**src/rtl/arb_pkg.sv**
```systemverilog
package arb_pkg;
  // Galois right-shift step for a pseudo-random state register
  function automatic logic [15:0] lfsr16_step(input logic [15:0] s, input logic [15:0] taps);
    lfsr16_step = (s >> 1) ^ (s[0] ? taps : 16'h0000);
  endfunction
endpackage

```
**src/rtl/arb_lfsr.sv**
```systemverilog
module arb_lfsr #(
  parameter int          DRAW_W = 8,
  parameter logic [15:0] TAPS   = 16'hB400,
  parameter logic [15:0] SEED   = 16'hACE1
) (
  input  logic              clk,
  input  logic              rst,
  output logic [DRAW_W-1:0] draw_o
);
  import arb_pkg::*;

  logic [15:0] state_q;

  always_ff @(posedge clk) begin
    if (rst) state_q <= SEED;
    else     state_q <= lfsr16_step(state_q, TAPS);
  end

  assign draw_o = state_q[DRAW_W-1:0];

  AST_LFSR_LIVE: assert property (@(posedge clk) disable iff (rst)
    state_q != 16'h0000);

  AST_LFSR_MOVES: assert property (@(posedge clk) disable iff (rst)
    !$past(rst) |-> state_q != $past(state_q));
endmodule

```
**src/rtl/arb_slot_ctr.sv**
```systemverilog
module arb_slot_ctr #(
  parameter int               CNT_W   = 10,
  parameter logic [CNT_W-1:0] RST_VAL = '0
) (
  input  logic             clk,
  input  logic             rst,
  input  logic             load_i,
  input  logic [CNT_W-1:0] load_val_i,
  input  logic             dec_i,
  output logic [CNT_W-1:0] cnt_o
);
  logic [CNT_W-1:0] cnt_q;

  always_ff @(posedge clk) begin
    if (rst)         cnt_q <= RST_VAL;
    else if (load_i) cnt_q <= load_val_i;
    else if (dec_i)  cnt_q <= cnt_q - CNT_W'(1);
  end

  assign cnt_o = cnt_q;

  AST_LOAD_DEC_EXCL: assert property (@(posedge clk) disable iff (rst)
    !(load_i && dec_i));

  AST_NO_UNDERFLOW: assert property (@(posedge clk) disable iff (rst)
    dec_i |-> cnt_q > CNT_W'(1));
endmodule

```
**src/rtl/chan_access_arb.sv**
```systemverilog
module chan_access_arb #(
  parameter int          SLOT_W    = 10,
  parameter int          PERS_W    = 8,
  parameter int          TICK_DIV  = 10,
  parameter int          DEF_SLOT  = 100,
  parameter int          DEF_PERS  = 64,
  parameter logic [15:0] LFSR_TAPS = 16'hB400,
  parameter logic [15:0] LFSR_SEED = 16'hACE1
) (
  input  logic              clk,
  input  logic              rst,
  input  logic              tick_i,
  input  logic              carrier_i,
  input  logic              frame_pending_i,
  input  logic              tx_idle_i,
  input  logic              full_duplex_i,
  input  logic              cfg_wr_i,
  input  logic [SLOT_W-1:0] cfg_slot_i,
  input  logic [PERS_W-1:0] cfg_persist_i,
  output logic              start_tx_o
);
  localparam logic [SLOT_W-1:0] DIV_V    = SLOT_W'(TICK_DIV);
  localparam logic [SLOT_W-1:0] RST_CNT  = SLOT_W'(DEF_SLOT / TICK_DIV);
  localparam logic [SLOT_W-1:0] RST_SLOT = SLOT_W'(DEF_SLOT);
  localparam logic [PERS_W-1:0] RST_PERS = PERS_W'(DEF_PERS);

  logic [SLOT_W-1:0] slot_q;
  logic [PERS_W-1:0] pers_q;
  logic [SLOT_W-1:0] slot_cnt;
  logic [SLOT_W-1:0] reload_val;
  logic [PERS_W-1:0] draw;
  logic              eval, half_eval, expired, cnt_load, cnt_dec, grant;
  logic              start_q;

  // configuration registers
  always_ff @(posedge clk) begin
    if (rst) begin
      slot_q <= RST_SLOT;
      pers_q <= RST_PERS;
    end else if (cfg_wr_i) begin
      slot_q <= cfg_slot_i;
      pers_q <= cfg_persist_i;
    end
  end

  arb_lfsr #(.DRAW_W(PERS_W), .TAPS(LFSR_TAPS), .SEED(LFSR_SEED)) u_lfsr (
    .clk(clk), .rst(rst), .draw_o(draw)
  );

  // arbitration decision for this tick
  always_comb begin
    reload_val = cfg_wr_i ? (cfg_slot_i / DIV_V) : (slot_q / DIV_V);
    eval       = tick_i && tx_idle_i && frame_pending_i && !cfg_wr_i;
    half_eval  = eval && !full_duplex_i;
    expired    = slot_cnt <= SLOT_W'(1);
    cnt_load   = cfg_wr_i || (half_eval && (carrier_i || expired));
    cnt_dec    = half_eval && !carrier_i && !expired;
    grant      = (eval && full_duplex_i) ||
                 (half_eval && !carrier_i && expired && (draw <= pers_q));
  end

  arb_slot_ctr #(.CNT_W(SLOT_W), .RST_VAL(RST_CNT)) u_slot (
    .clk(clk), .rst(rst), .load_i(cnt_load), .load_val_i(reload_val),
    .dec_i(cnt_dec), .cnt_o(slot_cnt)
  );

  always_ff @(posedge clk) begin
    if (rst) start_q <= 1'b0;
    else     start_q <= grant;
  end

  assign start_tx_o = start_q;

  AST_PULSE_QUALIFIED: assert property (@(posedge clk) disable iff (rst)
    start_tx_o |-> $past(tick_i && tx_idle_i && frame_pending_i && !cfg_wr_i));

  AST_IDLE_HOLD: assert property (@(posedge clk) disable iff (rst)
    (!(tick_i && tx_idle_i && frame_pending_i) && !cfg_wr_i) |=> $stable(slot_cnt));

  AST_DUPLEX_GRANT: assert property (@(posedge clk) disable iff (rst)
    (tick_i && tx_idle_i && frame_pending_i && full_duplex_i && !cfg_wr_i)
      |=> (start_tx_o && $stable(slot_cnt)));

  AST_CARRIER_DEFER: assert property (@(posedge clk) disable iff (rst)
    (tick_i && tx_idle_i && frame_pending_i && carrier_i && !full_duplex_i && !cfg_wr_i)
      |=> (!start_tx_o && slot_cnt == slot_q / DIV_V));

  AST_COUNT_DOWN: assert property (@(posedge clk) disable iff (rst)
    (tick_i && tx_idle_i && frame_pending_i && !carrier_i && !full_duplex_i &&
     !cfg_wr_i && slot_cnt > SLOT_W'(1))
      |=> (!start_tx_o && slot_cnt == $past(slot_cnt) - SLOT_W'(1)));

  AST_CFG_RELOAD: assert property (@(posedge clk) disable iff (rst)
    cfg_wr_i |=> (!start_tx_o && slot_cnt == $past(cfg_slot_i) / DIV_V));
endmodule

```
**config.mk**
```make
export PLATFORM = sky130hd
export DESIGN_NAME = chan_access_arb
export DESIGN_NICKNAME = d
export VERILOG_FILES = /design/src/rtl/arb_pkg.sv /design/src/rtl/arb_lfsr.sv /design/src/rtl/arb_slot_ctr.sv /design/src/rtl/chan_access_arb.sv
export SDC_FILE = /design/constraint.sdc
export NUM_CORES = 1
export LEC_CHECK = 0
export BUFFER_PORTS_ARGS = -buffer_cell sky130_fd_sc_hd__clkbuf_2
export CAP_MARGIN = 20
export CORE_MARGIN = 10
export CORE_UTILIZATION = 55
export DETAILED_ROUTE_END_ITERATION = 10
export PLACE_DENSITY = 0.79
export SYNTH_ARGS = -nofsm -noshare
export SYNTH_HDL_FRONTEND = slang
export SYNTH_SLANG_ARGS = --single-unit
```
**constraint.sdc**
```tcl
create_clock -name clk -period 4.6 [get_ports clk]
set_clock_uncertainty 0.2 [all_clocks]
set_input_delay 0.92 -clock clk [delete_from_list [all_inputs] [get_ports clk]]
set_output_delay 0.92 -clock clk [all_outputs]
set_load 0.01 [all_outputs]
```
==> out/results.ini <==
[timing]
min_period_ns=3.973
layout_worst_path_cycle_share=0.8637
setup-violations-final=0
timing.final.hold_violations=0
final_slew_viol_count=0
timing.max_slew.rel_slack=0.3778
max_clock_freq_mhz=251.7
rsz0062_at_grt=false
worst_slew_pin_slew_ns=0.9074
hold_ws_ns=0.2181
fin_setup_tns_ns=0

[clock_tree]
cts_max_path_buffers=2
clk_transition_reported_paths_ns=0.10
clock-root-buffer=sky130_fd_sc_hd__clkbuf_8
worst_skew_pair.late_latency_ns=0.30
post_cts_resized=0
htree_levels=2
cts-hold-fix-buffers=0
clock_buffer_count_from_cts=5
tritoncts=yes
cts_setup_buffers=0
clkSinkCount=45

[power]
final_power_uw=956.1
switching_power_as_a_share_of_total_power=0.3294
power_density_nw_per_um2=328.7
power_frac_seq=0.454
share_clk_of_total_power=0.280
cell_internal_pwr_uw=641.2
netSwitchingPower_uw=314.9
combinationalPowerShare=0.266
power.static_leakage_nw=1.164
irDropWorstVdd_mv=0.2692

[floorplan]
floorplan.die.width_um=89.53
boundaryPins=27
starting_density_of_the_core=0.5667
floorplan.die_area_um2=8016
design.core.area_um2=4692
placementRows=25
fp.dieH_um=89.53

[layout]
layout.cells.most_common=sky130_fd_sc_hd__dfxtp_1
flow.area_growth_from_synthesis_pct=9.412
nNetsFinal=364
multi_input_comb_area_um2=1642
antenna_cells_inserted=0
mostFrequentLayoutCells=sky130_fd_sc_hd__dfxtp_1, sky130_fd_sc_hd__nor2_1, sky130_fd_sc_hd__clkbuf_2
drive_gt1_frac=0.2128
register_area_um2=900.9
fillCellCount=428
final_core_util=0.6200

[min_path]
worstHoldPathType=flip-flop to flip-flop

[logic_synthesis]
synth.net_count=340
synthFlopType=sky130_fd_sc_hd__dfxtp_1
synth_warnings=0
synth_async_sr_flop_share=0
ys_seq_area_frac=0.3388
synthesis.area_per_instance_um2=8.746
synth_cells=304
syn_area_um2=2659
synth_enable_flop_cells=0
yosysUniqueCellTypes=53
yosys_register_bits=45

[worst_setup_path]
arrival_time_at_the_worst_endpoint_ns=3.96
crit_family=compound AO/OA/AOI/OAI gates
worst-path-max-fanout=14
worstPathBufferInverterCount=1
timing.critical_path.to_type=flip-flop
crit_required_ns=4.59
cpMostUsedCell=sky130_fd_sc_hd__o211ai_1
cpPeakStageDelay_ns=0.49
worstSetupPathType=primary input to flip-flop
crit_path_cell_trace=clkbuf_2, mux2i_4, nor3_1, nor4_2, a31oi_4, or3_1, o211ai_1, o32ai_2, xnor2_1, a311oi_1, o211ai_1
critical-path-slowest-cell=sky130_fd_sc_hd__mux2i_4
timing.critical_path.from_type=primary input

[global_route]
grt_pass1_vias=2183
grt_util_all_layers=0.1474
grt_start_max_net_pins=38
grt_first_pass_wirelength_um=9522
antenna_violations_before_repair=0
grt-ovfl-total=0

[drt]
routed_wl_um=5540
viasPerCell=5.924
drt_first_iter_violations=149
ant_nets=0
vias=2269
avgRoutedWirePerCell_um=14.46
firstDrtPassIters=4
post-route-drc-count=0

[placement]
gp_congestion=0.8508
dp_hpwl_um=4044
placement.io_buffers=26

[job]
max_cap_violations=0

[run_status]
status=finished, final reports clean

## worst reg2reg max path, stage by stage (launching register included)
cell and delay [ns]:
sky130_fd_sc_hd__dfxtp_1 0.34, sky130_fd_sc_hd__mux2i_4 0.33, sky130_fd_sc_hd__nor3_1 0.14, sky130_fd_sc_hd__nor4_2 0.39, sky130_fd_sc_hd__a31oi_4 0.22, sky130_fd_sc_hd__or3_1 0.42
sky130_fd_sc_hd__o211ai_1 0.22, sky130_fd_sc_hd__o32ai_2 0.15, sky130_fd_sc_hd__xnor2_1 0.17, sky130_fd_sc_hd__a311oi_1 0.31, sky130_fd_sc_hd__o211ai_1 0.11
## cells in the mapped netlist (6+ instances only)
cell type	n	area share
sky130_fd_sc_hd__xnor2_1	6	0.020
sky130_fd_sc_hd__clkbuf_1	9	0.013
sky130_fd_sc_hd__dfxtp_1	45	0.34
sky130_fd_sc_hd__nand2_1	18	0.025
sky130_fd_sc_hd__nor4_1	9	0.021
sky130_fd_sc_hd__o21ai_0	22	0.041
sky130_fd_sc_hd__a21oi_1	15	0.028
sky130_fd_sc_hd__nor2b_1	8	0.019
sky130_fd_sc_hd__nand3_1	11	0.021
sky130_fd_sc_hd__o211ai_1	6	0.017
sky130_fd_sc_hd__mux2i_1	13	0.049
sky130_fd_sc_hd__ha_1	10	0.047
sky130_fd_sc_hd__nor2_1	35	0.049
sky130_fd_sc_hd__or2_2	7	0.016
sky130_fd_sc_hd__nor3_1	11	0.021
sky130_fd_sc_hd__mux2_2	8	0.034
sky130_fd_sc_hd__inv_1	11	0.016
## routing by layer
layer | wire length, µm | global-route usage | vias to the layer above
met4 | 65 | 0.04624 | 0
met2 | 2808 | 0.2653 | 31
met5 | 0 | 0 | -
met1 | 2498 | 0.1722 | 1076
met3 | 168 | 0.02552 | 7
li1 | - | - | 1155
## final cells by class
class | instances | area share
inverters | 11 | 0.01419
multi-input cells | 235 | 0.5643
well taps | 54 | 0.02323
clock buffers | 5 | 0.02366
flip-flops and latches | 45 | 0.3097
clock inverters | 3 | 0.009892
repair buffers | 30 | 0.05505
## flip-flops by register name, indices dropped and copies added, names as in the netlist
signal and flops:
pers_q 8, start_tx_o 1, slot_q 10, u_slot.cnt_o 10, u_lfsr.state_q 16
## logic make-up (layout without fill, tap and decap cells)
group	after synthesis	count (layout)	synth area share
muxes	29	29	0.1351
xor gates and xnor gates	6	6	0.01976
and+or+nand+nor	121	121	0.2391
buffers and inverters	24	49	0.04376
DFF	45	45	0.3388
adders and majority gates	11	11	0.05082
AOI/OAI and AO/OA	68	68	0.1727
## power groups by stage
| stage | clock network [mW] | logic, mW | registers (mW) |
|---|---|---|---|
| 2_1_floorplan | 0 | 0.202 | 0.438 |
| 3_3_place_gp | 0 | 0.245 | 0.443 |
| 3_5_place_dp | 0 | 0.251 | 0.443 |
| 4_1_cts | 0.279 | 0.253 | 0.434 |
| 5_1_grt | 0.291 | 0.285 | 0.438 |
| 6_report | 0.268 | 0.254 | 0.434 |
## path summary, 6_finish.rpt
kind | start | endpoint | slack (ns) | cells after the start
max reg2reg | slot_q[6] | u_slot.cnt_o[1] | 1.49 | 10
min | u_lfsr.state_q[8] | u_lfsr.state_q[7] | 0.22 | 1
min reg2reg | u_lfsr.state_q[8] | u_lfsr.state_q[7] | 0.22 | 1
max | cfg_wr_i | u_slot.cnt_o[1] | 0.63 | 11
## metrics by stage
stage	cell area [µm²]	setup WS [ns]	instances
global route	2909	0.4528	383
CTS	2909	0.6886	383
finish	2909	0.6271	383
floorplan	2659	0.8766	304
global placement	2811	0.4818	375
detailed placement	2811	0.3532	375
Power figures use the tool's default switching activity.
